[src/rtl/bcu_pkg.sv]
`timescale 1ns/1ps
package bcu_pkg;
  // Upper-byte kind codes
  localparam logic [7:0] OP_ALWAYS = 8'h10;
  localparam logic [7:0] OP_NZ     = 8'h11;
  localparam logic [7:0] OP_ZR     = 8'h12;
  localparam logic [7:0] OP_POS    = 8'h13;
  localparam logic [7:0] OP_NEGV   = 8'h14;
  localparam logic [7:0] OP_NOOVF  = 8'h15;
  localparam logic [7:0] OP_OVF    = 8'h16;
  localparam logic [7:0] OP_NOCY   = 8'h17; // also unsigned higher-or-same
  localparam logic [7:0] OP_CY     = 8'h18; // also unsigned lower
  localparam logic [7:0] OP_SGE    = 8'h19;
  localparam logic [7:0] OP_SLT    = 8'h1A;
  localparam logic [7:0] OP_SGT    = 8'h1B;
  localparam logic [7:0] OP_SLE    = 8'h1C;
  localparam logic [7:0] OP_UGT    = 8'h1D;
  localparam logic [7:0] OP_ULE    = 8'h1E;
  localparam logic [7:0] OP_LOOP   = 8'h1F;

  typedef struct packed {
    logic n;
    logic z;
    logic v;
    logic c;
  } bcu_flags_t;
endpackage

[src/rtl/bcu_cond.sv]
`timescale 1ns/1ps
module bcu_cond
  import bcu_pkg::*;
#(
  parameter int OP_W = 8
) (
  input  logic [OP_W-1:0] op,
  input  bcu_flags_t      fl,
  input  logic            loop_nz,
  output logic            is_loop,
  output logic            taken
);
  logic sgn_lt;
  logic sgn_le;
  logic uns_le;

  always_comb begin
    sgn_lt  = fl.n ^ fl.v;
    sgn_le  = fl.z | sgn_lt;
    uns_le  = fl.c | fl.z;
    is_loop = 1'b0;
    taken   = 1'b0;
    case (op)
      OP_W'(OP_ALWAYS): taken = 1'b1;
      OP_W'(OP_NZ):     taken = ~fl.z;
      OP_W'(OP_ZR):     taken = fl.z;
      OP_W'(OP_POS):    taken = ~fl.n;
      OP_W'(OP_NEGV):   taken = fl.n;
      OP_W'(OP_NOOVF):  taken = ~fl.v;
      OP_W'(OP_OVF):    taken = fl.v;
      OP_W'(OP_NOCY):   taken = ~fl.c;
      OP_W'(OP_CY):     taken = fl.c;
      OP_W'(OP_SGE):    taken = ~sgn_lt;
      OP_W'(OP_SLT):    taken = sgn_lt;
      OP_W'(OP_SGT):    taken = ~sgn_le;
      OP_W'(OP_SLE):    taken = sgn_le;
      OP_W'(OP_UGT):    taken = ~uns_le;
      OP_W'(OP_ULE):    taken = uns_le;
      OP_W'(OP_LOOP): begin
        is_loop = 1'b1;
        taken   = loop_nz;
      end
      default: taken = 1'b0;
    endcase
  end
endmodule

[src/rtl/bcu_target.sv]
`timescale 1ns/1ps
module bcu_target #(
  parameter int WORD_W = 16,
  parameter int OFF_W  = 8
) (
  input  logic [WORD_W-1:0] base,
  input  logic [OFF_W-1:0]  off,
  output logic [WORD_W-1:0] tgt
);
  localparam int EXT_W = WORD_W - OFF_W - 1;

  logic [WORD_W-1:0] disp;

  always_comb begin
    disp = {{EXT_W{off[OFF_W-1]}}, off, 1'b0};
    tgt  = base + disp;
  end
endmodule

[src/rtl/bcu_stage.sv]
`timescale 1ns/1ps
module bcu_stage #(
  parameter int DATA_W = 8
) (
  input  logic              clk,
  input  logic              rst_n,
  input  logic              up_valid,
  output logic              up_ready,
  input  logic [DATA_W-1:0] up_data,
  output logic              dn_valid,
  input  logic              dn_ready,
  output logic [DATA_W-1:0] dn_data
);
  logic              full_q;
  logic [DATA_W-1:0] data_q;

  assign up_ready = ~full_q | dn_ready;
  assign dn_valid = full_q;
  assign dn_data  = data_q;

  always_ff @(posedge clk) begin
    if (!rst_n) begin
      full_q <= 1'b0;
    end else if (up_ready) begin
      full_q <= up_valid;
    end
  end

  always_ff @(posedge clk) begin
    if (up_valid && up_ready) begin
      data_q <= up_data;
    end
  end
endmodule

[src/rtl/bcu_branch_unit.sv]
`timescale 1ns/1ps
module bcu_branch_unit
  import bcu_pkg::*;
#(
  parameter int WORD_W = 16,
  parameter int OFF_W  = 8
) (
  input  logic              clk,
  input  logic              rst_n,
  input  logic              in_valid,
  output logic              in_ready,
  input  logic [WORD_W-1:0] in_instr,
  input  logic [WORD_W-1:0] in_pc,
  input  logic [3:0]        in_flags,
  input  logic [WORD_W-1:0] in_count,
  output logic              out_valid,
  input  logic              out_ready,
  output logic              out_taken,
  output logic [WORD_W-1:0] out_pc,
  output logic [WORD_W-1:0] out_count,
  output logic              out_count_wr
);
  localparam int OP_W  = WORD_W - OFF_W;
  localparam int RES_W = 2 * WORD_W + 2;

  logic [WORD_W-1:0] cnt_dec;
  logic [WORD_W-1:0] tgt;
  logic              is_loop;
  logic              taken;
  logic [WORD_W-1:0] pc_next;
  logic [WORD_W-1:0] cnt_next;
  logic [RES_W-1:0]  res_d;
  logic [RES_W-1:0]  res_q;

  assign cnt_dec = in_count - {{(WORD_W-1){1'b0}}, 1'b1};

  bcu_cond #(.OP_W(OP_W)) u_cond (
    .op      (in_instr[WORD_W-1:OFF_W]),
    .fl      (bcu_flags_t'(in_flags)),
    .loop_nz (|cnt_dec),
    .is_loop (is_loop),
    .taken   (taken)
  );

  bcu_target #(.WORD_W(WORD_W), .OFF_W(OFF_W)) u_tgt (
    .base (in_pc),
    .off  (in_instr[OFF_W-1:0]),
    .tgt  (tgt)
  );

  assign pc_next  = taken ? tgt : in_pc;
  assign cnt_next = is_loop ? cnt_dec : in_count;
  assign res_d    = {taken, is_loop, cnt_next, pc_next};

  bcu_stage #(.DATA_W(RES_W)) u_stage (
    .clk      (clk),
    .rst_n    (rst_n),
    .up_valid (in_valid),
    .up_ready (in_ready),
    .up_data  (res_d),
    .dn_valid (out_valid),
    .dn_ready (out_ready),
    .dn_data  (res_q)
  );

  assign out_taken    = res_q[RES_W-1];
  assign out_count_wr = res_q[RES_W-2];
  assign out_count    = res_q[2*WORD_W-1:WORD_W];
  assign out_pc       = res_q[WORD_W-1:0];
endmodule

[config.mk]
export PLATFORM = sky130hd
export DESIGN_NAME = bcu_branch_unit
export DESIGN_NICKNAME = d
export VERILOG_FILES = /design/src/rtl/bcu_pkg.sv /design/src/rtl/bcu_cond.sv /design/src/rtl/bcu_target.sv /design/src/rtl/bcu_stage.sv /design/src/rtl/bcu_branch_unit.sv
export SDC_FILE = /design/constraint.sdc
export NUM_CORES = 1
export LEC_CHECK = 0
export ABC_CLOCK_PERIOD_IN_PS = 3200
export BUFFER_PORTS_ARGS = -buffer_cell sky130_fd_sc_hd__buf_2
export CAP_MARGIN = 10
export CORE_ASPECT_RATIO = 0.5
export CORE_MARGIN = 3
export CORE_UTILIZATION = 45
export DETAILED_ROUTE_END_ITERATION = 6
export PLACE_DENSITY_LB_ADDON = 0.2
export SLEW_MARGIN = 0
export SYNTH_ARGS = -nofsm -noshare
export SYNTH_HDL_FRONTEND = slang
export SYNTH_SLANG_ARGS = --single-unit
[constraint.sdc]
create_clock -name clk -period 3.2 [get_ports clk]
set_input_delay 0.64 -clock clk [delete_from_list [all_inputs] [get_ports clk]]
set_output_delay 0.64 -clock clk [all_outputs]
set_load 0.01 [all_outputs]
# [Word level (Yosys, flattened, before mapping)]
# Index checks and enable logic that the tools add are counted.
[classes] reduce_logical=2 bitwise=12 add_sub_neg=2 muxes=4 eq_ne=16
[op_table] cell="8-bit by 5-bit == test with 1-bit output, second input constant" n=16
[op_table] cell="16-bit 2-to-1 mux" n=2
[op_table] cell="16-bit adder" n=1
[op_table] cell="1-bit one-hot mux with 16 select lines" n=1
[op_table] cell="16-bit OR reduction" n=1
[op_table] cell="16-bit by 1-bit subtractor with 16-bit output, second input constant" n=1
[op_table] cell="1-bit NOT" n=8
[op_table] cell="1-bit bitwise OR" n=3
[op_table] cell="1-bit logical AND" n=1
[op_table] cell="1-bit 2-to-1 mux" n=1
[op_table] cell="1-bit bitwise XOR" n=1
[word_totals] input_bits=56 wordCells=38 regBits=35

# [Logic depth before layout (Yosys ltp)]
# Gate-level depths: netlist (run 1).
[depth] word_depth=5 depth_mapped=11

# [Modules after synthesis]
# From an unflattened synthesis (run 1), not the netlist that was laid out.
[hier_totals] hier_cells=250 area_unflattened_um2=2727.6
[by_module_without_submodules] module="bcu_stage" seq_area_each_um2=1041.0 n_inst=1 cells_each=39 area_each_um2=1078.5
[by_module_without_submodules] module="bcu_branch_unit" seq_area_each_um2=0.0 n_inst=1 cells_each=91 area_each_um2=742.0
[by_module_without_submodules] module="bcu_target" seq_area_each_um2=0.0 n_inst=1 cells_each=87 area_each_um2=670.6
[by_module_without_submodules] module="bcu_cond" seq_area_each_um2=0.0 n_inst=1 cells_each=33 area_each_um2=236.5

# [Least setup slack after synthesis (run 1)]
# Ideal clock, no wire load.
[synth_path] kind="input port to flip-flop" start="input in_count[0]" end="register u_stage.data_q[10] (netlist: u_stage.dn_data[10]) (data pin)" t_arrival_ps=2775 n_path_buf=3 slack_ps=165 t_required_ps=2940 path_stages=11 setup_ps=260 path_cell_list="inv_1 > ha_1 > buf_2 > nor3_1 > a31oi_1 > or4_4 > a2111oi_4 > o211a_1 > buf_6 > buf_12 > mux2_4"
[synth_via] elab_chain_cells=4
[synth_rtl] item="from (decl)" line="bcu_branch_unit.sv:15" text="input logic [WORD_W-1:0] in_count,"
[synth_rtl] item="16-bit by 1-bit subtractor with 16-bit output" line="bcu_branch_unit.sv:35" text="assign cnt_dec = in_count - {{(WORD_W-1){1'b0}}, 1'b1};"
[synth_rtl] item="16-bit OR reduction" line="bcu_branch_unit.sv:40" text=".loop_nz (|cnt_dec),"
[synth_rtl] item="1-bit one-hot mux with 16 select lines" line="bcu_cond.sv:23" text="case (op)"
[synth_rtl] item="16-bit 2-to-1 mux" line="bcu_branch_unit.sv:51" text="assign pc_next = taken ? tgt : in_pc;"
[synth_rtl] item="named net pc_next[10]" line="bcu_branch_unit.sv:30" text="logic [WORD_W-1:0] pc_next;"
[synth_rtl] item="to (signal assigned)" line="bcu_stage.sv:31" text="data_q <= up_data;"
[synth_rtl] item="to (decl)" line="bcu_stage.sv:15" text="logic [DATA_W-1:0] data_q;"
# The timed path passes the listed nets, and every way through them passes these cells.
# A chain may end at the register's enable or synchronous reset.

# [Worst setup path in the final report (run 1)]
[layout_path] start="input in_count[0]" end="register u_stage.data_q[6] (netlist: u_stage.dn_data[6]) (data pin)"
# Same word-level chain as after synthesis.

==> flow_metrics.py, run 1 <==
metrics = {
    "run_status": {
        "status": "complete, no violations",
    },
    "global_routing": {
        "grt_pass1_vias": 2218,
        "grt_use_met3_pct": 4.81,
        "gr-total-overflow": 0,
        "use_met2_pct": 31.9,
        "grt_use_met1_pct": 21.3,
        "grt_pass1_wl_um": 9990,
        "grt_max_degree": 20,
        "grtUsageTotal_pct": 17.8,
        "grt_busiest_layer": "met2",
        "antenna_found_initial": 0,
    },
    "route": {
        "drt_iter0_markers": 126,
        "final_antenna_net_count": 0,
        "post_drt_wl_per_cell_um": 14.4,
        "drc": 0,
        "first_pass_iters": 4,
        "wl_um": 6270,
        "via_count": 2370,
        "vias_per_cell": 5.44,
    },
    "place": {
        "gp_congestion": 0.913,
        "hpwl_um": 4900,
        "place_ws_ns": -0.00851,
        "port_buffers": 91,
    },
    "yosys": {
        "seq_area_frac_synth_pct": 38.0,
        "ys_ff_latch": 35,
        "postSynthAreaPerCell_um2": 10.5,
        "synth_edf_count": 34,
        "yosysWarningCount": 0,
        "synthMuxAreaShare_pct": 9.37,
        "netlist_area_um2": 2740,
        "synth_top_family_by_area": "simple AND/OR/NAND/NOR gates",
        "synth-xor-area-share_pct": 7.67,
        "synthAdderAreaFrac_pct": 8.04,
        "yosys.area.top_type_share_pct": 37.3,
        "synthArstFlopShare_pct": 0,
        "synth-simple-area-share_pct": 18.2,
        "ys_types": 62,
        "synth-compound-area-share_pct": 15.4,
        "syn_nets": 335,
        "netlist_instances": 262,
        "synth_ff_type": "edfxtp_1",
        "yosys-top-cells-area": "edfxtp_1, ha_1, xnor2_1",
        "synth_top_area_cell": "edfxtp_1",
    },
    "sta": {
        "fin_crit_sh_pct": 91.1,
        "setup_viol": 0,
        "layout_setup_ws_ns": 0.286,
        "rsz0062_at_grt": "false",
        "slew_viol_final": 0,
        "fin_skew_ns": 0.00346,
        "relSlewSlack_pct": 50.0,
        "worst_pin_slew_ns": 0.749,
        "fin_crit_ns": 2.91,
        "hold_viol": 0,
        "clock.fmax_mhz": 343,
    },
    "layout": {
        "antennaDiodeCount": 0,
        "final_nets": 435,
        "final_cell_mix": "buf_2, edfxtp_1, nand2_1, nor2_1, ha_1",
        "fin_util_pct": 61.2,
        "syn2layout_area_growth_pct": 26.9,
        "layout_commonest_cell": "buf_2",
        "drive_above_1_share_pct": 36.4,
    },
    "critical_path": {
        "cp_data_required_time_ns": 3.23,
        "startpoint_type": "primary input",
        "slowest_delay_ns": 0.44,
        "path_buf_inv": 3,
        "critPathCaptureType": "register",
        "path_cells": "buf_2 -> inv_1 -> ha_1 -> nor3_1 -> a31oi_1 -> or4_4 -> a2111oi_4 -> o211a_1 -> buf_12 -> mux2_2",
        "crit_family": "simple AND/OR/NAND/NOR gates",
        "critical_path_class": "in -> reg",
        "critPathSlowestCell": "or4_4",
        "cp.depth": 10,
        "crit_arrival_ns": 2.94,
        "rr_worst_depth": 3,
        "crit_fanout": 16,
    },
    "min_path": {
        "holdCritPathClass": "reg -> reg",
        "whs_path_depth": 2,
    },
    "clock_network": {
        "insertion_delay_ns": 0.28,
        "clockRootBuffer": "clkbuf_16",
        "cts_resized": 0,
        "cts-buffers-inserted": 5,
        "clkSlewWorstSetupHoldPaths_ns": 0.06,
        "post_cts_buffers": 0,
        "hold_buffers": 0,
        "cts_tree": "built",
        "cts_htree_levels": 2,
        "cts_buffer_depth": 2,
        "cts_sinks": 35,
    },
    "floorplan": {
        "ioPinCount": 92,
        "dieArea_um2": 7120,
        "rows": 19,
        "die_y_um": 61.2,
        "die_w_um": 116,
        "initial_core_util_pct": 48.2,
        "core_um2": 5680,
    },
    "power_and_ir_drop": {
        "ir_drop_mv": 0.235,
        "power.density_nw_per_um2": 399,
        "leakagePower_nw": 1.50,
        "total_power_mw": 1.39,
    },
    "flow_run": {
        "drv_cap": 0,
    },
}
metal layers:
metal	vias up	wire length (um)
met5	-	0
met4	0	76
met3	10	302
met2	60	3270
met1	1105	2620
li1	1195	-
sequential cells by signal, indices dropped and copies added (netlist names):
name	count
u_stage.dn_data	34
u_stage.dn_valid	1
stage by stage:
| step | cell area, um2 | instances | TNS (ns) | hold WS (ns) |
|---|---|---|---|---|
| 2_1_floorplan | 2740 | 262 | 0 | 0.610 |
| 3_3_place_gp | 3320 | 428 | 0 | 0.498 |
| 3_5_place_dp | 3320 | 428 | -0.00851 | 0.517 |
| 4_1_cts | 3480 | 436 | 0 | 0.524 |
| 5_1_grt | 3480 | 436 | 0 | 0.538 |
| 6_report | 3480 | 436 | 0 | 0.517 |
worst paths after layout:
kind               startpoint                  to  slack, ns
max reg2reg  u_stage.dn_valid  u_stage.dn_data[8]       1.63
min          u_stage.dn_valid    u_stage.dn_valid       0.52
min reg2reg  u_stage.dn_valid    u_stage.dn_valid       0.52
max               in_count[0]  u_stage.dn_data[6]       0.29
cell usage after synthesis, drive strengths merged, types with 2 or more instances:
cell type and number:
a31oi 2, o2111ai 3, buf 3, o31a 2, nor2 20, xnor2 14
o211ai 4, ha 16, a211oi 2, and3 2, nand2 21, nor4 4
nand2b 6, or3 2, a211o 3, inv 12, a21o 2, xor2 10
o21ai 14, nor3 8, a21oi 9, o21a 5, nand3 9, edfxtp 34
nor4b 3, mux2i 5, nand4 2, clkbuf 2, nor2b 3, or4 2
mux2 16, nand3b 2
power breakdown:
group / internal [mW] / leakage (nW) / total (mW) / switching, mW
clock: 0.331 / 0.0772 / 0.511 / 0.179
sequential: 0.538 / 0.337 / 0.544 / 0.00632
combinational: 0.152 / 1.08 / 0.333 / 0.181
total: 1.02 / 1.50 / 1.39 / 0.367
cell families (layout without fill, tap and decap cells):
family                   Yosys count  after routing
multiplexers                      21             21
adder cells (fa/ha/maj)           17             17
XOR/XNOR                          24             24
AO/OA/AOI/OAI                     58             58
AND/OR/NAND/NOR                   90             90
buffers and inverters             17            118
flip-flops                        35             35
worst register-to-register path, cell delays in order (launching register included):
cell and delay, ns:
dfxtp_1 0.30, nand2b_1 0.08, and2_1 0.62, buf_12 0.26
area by class of cell:
type	count	area (um2)
Clock buffer	8	156
Fill cell	503	2210
Inverter	12	45.0
Multi-Input combinational cell	210	1610
Sequential cell	35	1040
Tap cell	73	91.3
Timing Repair Buffer	98	533
Power figures use the tool's default switching activity.
==> inputs of run 2 (changes only) <==
Settings changed: CORE_UTILIZATION 45 to 46, MAX_ROUTING_LAYER from default to met4.
==> run 2 against run 1 <==
Effect of this change:
- sequential power hardly changed
- cell count is 0.23% lower
- non-clock buffer count stayed put
- global-route usage is 0.95 points higher
- critical path depth stayed put
- register-to-register slack worse by 0.08 ns
- first-iteration DRC count is 15% lower
- core utilization is 0.38 points higher
- setup slack better by 0.025 ns
- final area is 0.65% lower
- clock power is 12% lower
==> flow_metrics.py, run 2 (same netlist as run 1, synthesis figures left out) <==
metrics = {
    "run_status": {
        "status": "complete, no violations",
    },
    "layout": {
        "largest_reg_flops": 34,
        "seq_area_um2": 1040,
        "layout_commonest_cell": "buf_2",
        "syn2layout_area_growth_pct": 26.1,
        "final_cell_mix": "buf_2, edfxtp_1, nand2_1, nor2_1, ha_1",
        "multiInputGateArea_um2": 1610,
        "fill_cells": 485,
        "fin_util_pct": 61.6,
        "antennaDiodeCount": 0,
        "drive_above_1_share_pct": 36.2,
        "finalNonFillerCells": 435,
        "final_nets": 435,
    },
    "clock_network": {
        "cts_buffer_depth": 2,
        "cts_sinks": 35,
        "cts_resized": 0,
        "insertion_delay_ns": 0.27,
        "cts_htree_levels": 2,
        "hold_buffers": 0,
        "cts-buffers-inserted": 5,
        "post_cts_buffers": 0,
        "cts_tree": "built",
        "clkSlewWorstSetupHoldPaths_ns": 0.05,
        "clockRootBuffer": "clkbuf_16",
    },
    "critical_path": {
        "critical_path_class": "in -> reg",
        "path_buf_inv": 3,
        "startpoint_type": "primary input",
        "slowest_delay_ns": 0.44,
        "critPathSlowestCell": "or4_4",
        "crit_family": "compound AO/OA/AOI/OAI gates",
        "cp_data_required_time_ns": 3.22,
        "crit_fanout": 16,
        "path_cells": "buf_2 -> inv_1 -> ha_1 -> nor3_1 -> a31oi_1 -> or4_4 -> a2111oi_4 -> o211a_1 -> buf_12 -> mux2_2",
        "crit_arrival_ns": 2.91,
        "critPathCaptureType": "register",
    },
    "floorplan": {
        "rows": 19,
        "initial_core_util_pct": 48.8,
        "ioPinCount": 92,
        "die_w_um": 115,
        "dieArea_um2": 6970,
        "die_y_um": 60.6,
        "core_um2": 5610,
    },
    "power_and_ir_drop": {
        "leakagePower_nw": 1.49,
        "ir_drop_mv": 0.165,
        "power.density_nw_per_um2": 385,
    },
    "route": {
        "final_antenna_net_count": 0,
        "vias_per_cell": 5.52,
        "via_count": 2402,
        "wl_um": 6540,
        "first_pass_iters": 4,
        "drc": 0,
        "drt_iter0_markers": 107,
        "post_drt_wl_per_cell_um": 15.0,
    },
    "global_routing": {
        "gr-total-overflow": 0,
        "grt_max_degree": 19,
        "grtUsageTotal_pct": 18.8,
        "grt_pass1_vias": 2223,
        "antenna_found_initial": 0,
        "grt_pass1_wl_um": 10000,
    },
    "sta": {
        "relSlewSlack_pct": 43.8,
        "fin_tns_setup_ns": 0,
        "worst_pin_slew_ns": 0.842,
        "hold_viol": 0,
        "fin_skew_ns": 0.00264,
        "fin_crit_ns": 2.89,
        "fin_crit_sh_pct": 90.3,
        "slew_viol_final": 0,
        "setup_viol": 0,
        "rsz0062_at_grt": "false",
        "clock.fmax_mhz": 346,
    },
    "place": {
        "gp_congestion": 0.966,
        "hpwl_um": 5190,
        "port_buffers": 91,
        "dp.cells": 428,
    },
    "flow_run": {
        "drv_cap": 0,
    },
    "min_path": {
        "holdCritPathClass": "in -> reg",
    },
}
run 2: changes by cell type in the layout (fill, tap and decap cells not counted):
cell	before	now
clkbuf_1	1	0
clkbuf_8	2	0
clkinv_1	0	1
clkinv_2	0	1
run 2: per-stage QoR:
stage          power, mW  hold WS (ns)  setup slack [ns]  instance area, um2
6_report            1.33         0.547             0.311                3450
5_1_grt             1.39         0.537             0.237                3450
4_1_cts             1.34         0.539             0.324                3450
3_5_place_dp       0.889         0.552            0.0632                3320
3_3_place_gp       0.875         0.496             0.112                3320
2_1_floorplan      0.762         0.610             0.165                2740
run 2: final timing paths:
check,start,to,slack (ns),depth (start not counted)
min,in_pc[0],u_stage.dn_data[0],0.55,1
max,in_count[0],u_stage.dn_data[6],0.31,10
max reg2reg,u_stage.dn_valid,u_stage.dn_data[2],1.55,3
min reg2reg,u_stage.dn_valid,u_stage.dn_valid,0.56,2
run 2: layer usage:
metal / global-route usage (%) / vias up / share of wire, %
li1: - / 1191 / -
met1: 22.0 / 1122 / 43
met2: 33.0 / 77 / 50
met3: 4.58 / 12 / 5.3
met4: 4.85 / 0 / 1.8
met5: - / - / 0
run 2: layout make-up:
class                      count  share of cell area (%)
tap                           73                    2.64
multi-input combinational    210                    46.6
timing repair buffer          98                    15.4
clock inverter                 2                   0.254
sequential                    35                    30.1
clock buffer                   5                    3.62
inverter                      12                    1.30
run 2: power by group:
| part | internal (mW) | leakage (nW) | total [mW] | switching [mW] |
|---|---|---|---|---|
| combinational | 0.152 | 1.08 | 0.337 | 0.185 |
| sequential | 0.538 | 0.337 | 0.545 | 0.00676 |
| clock | 0.279 | 0.0671 | 0.448 | 0.168 |
| total | 0.970 | 1.49 | 1.33 | 0.360 |
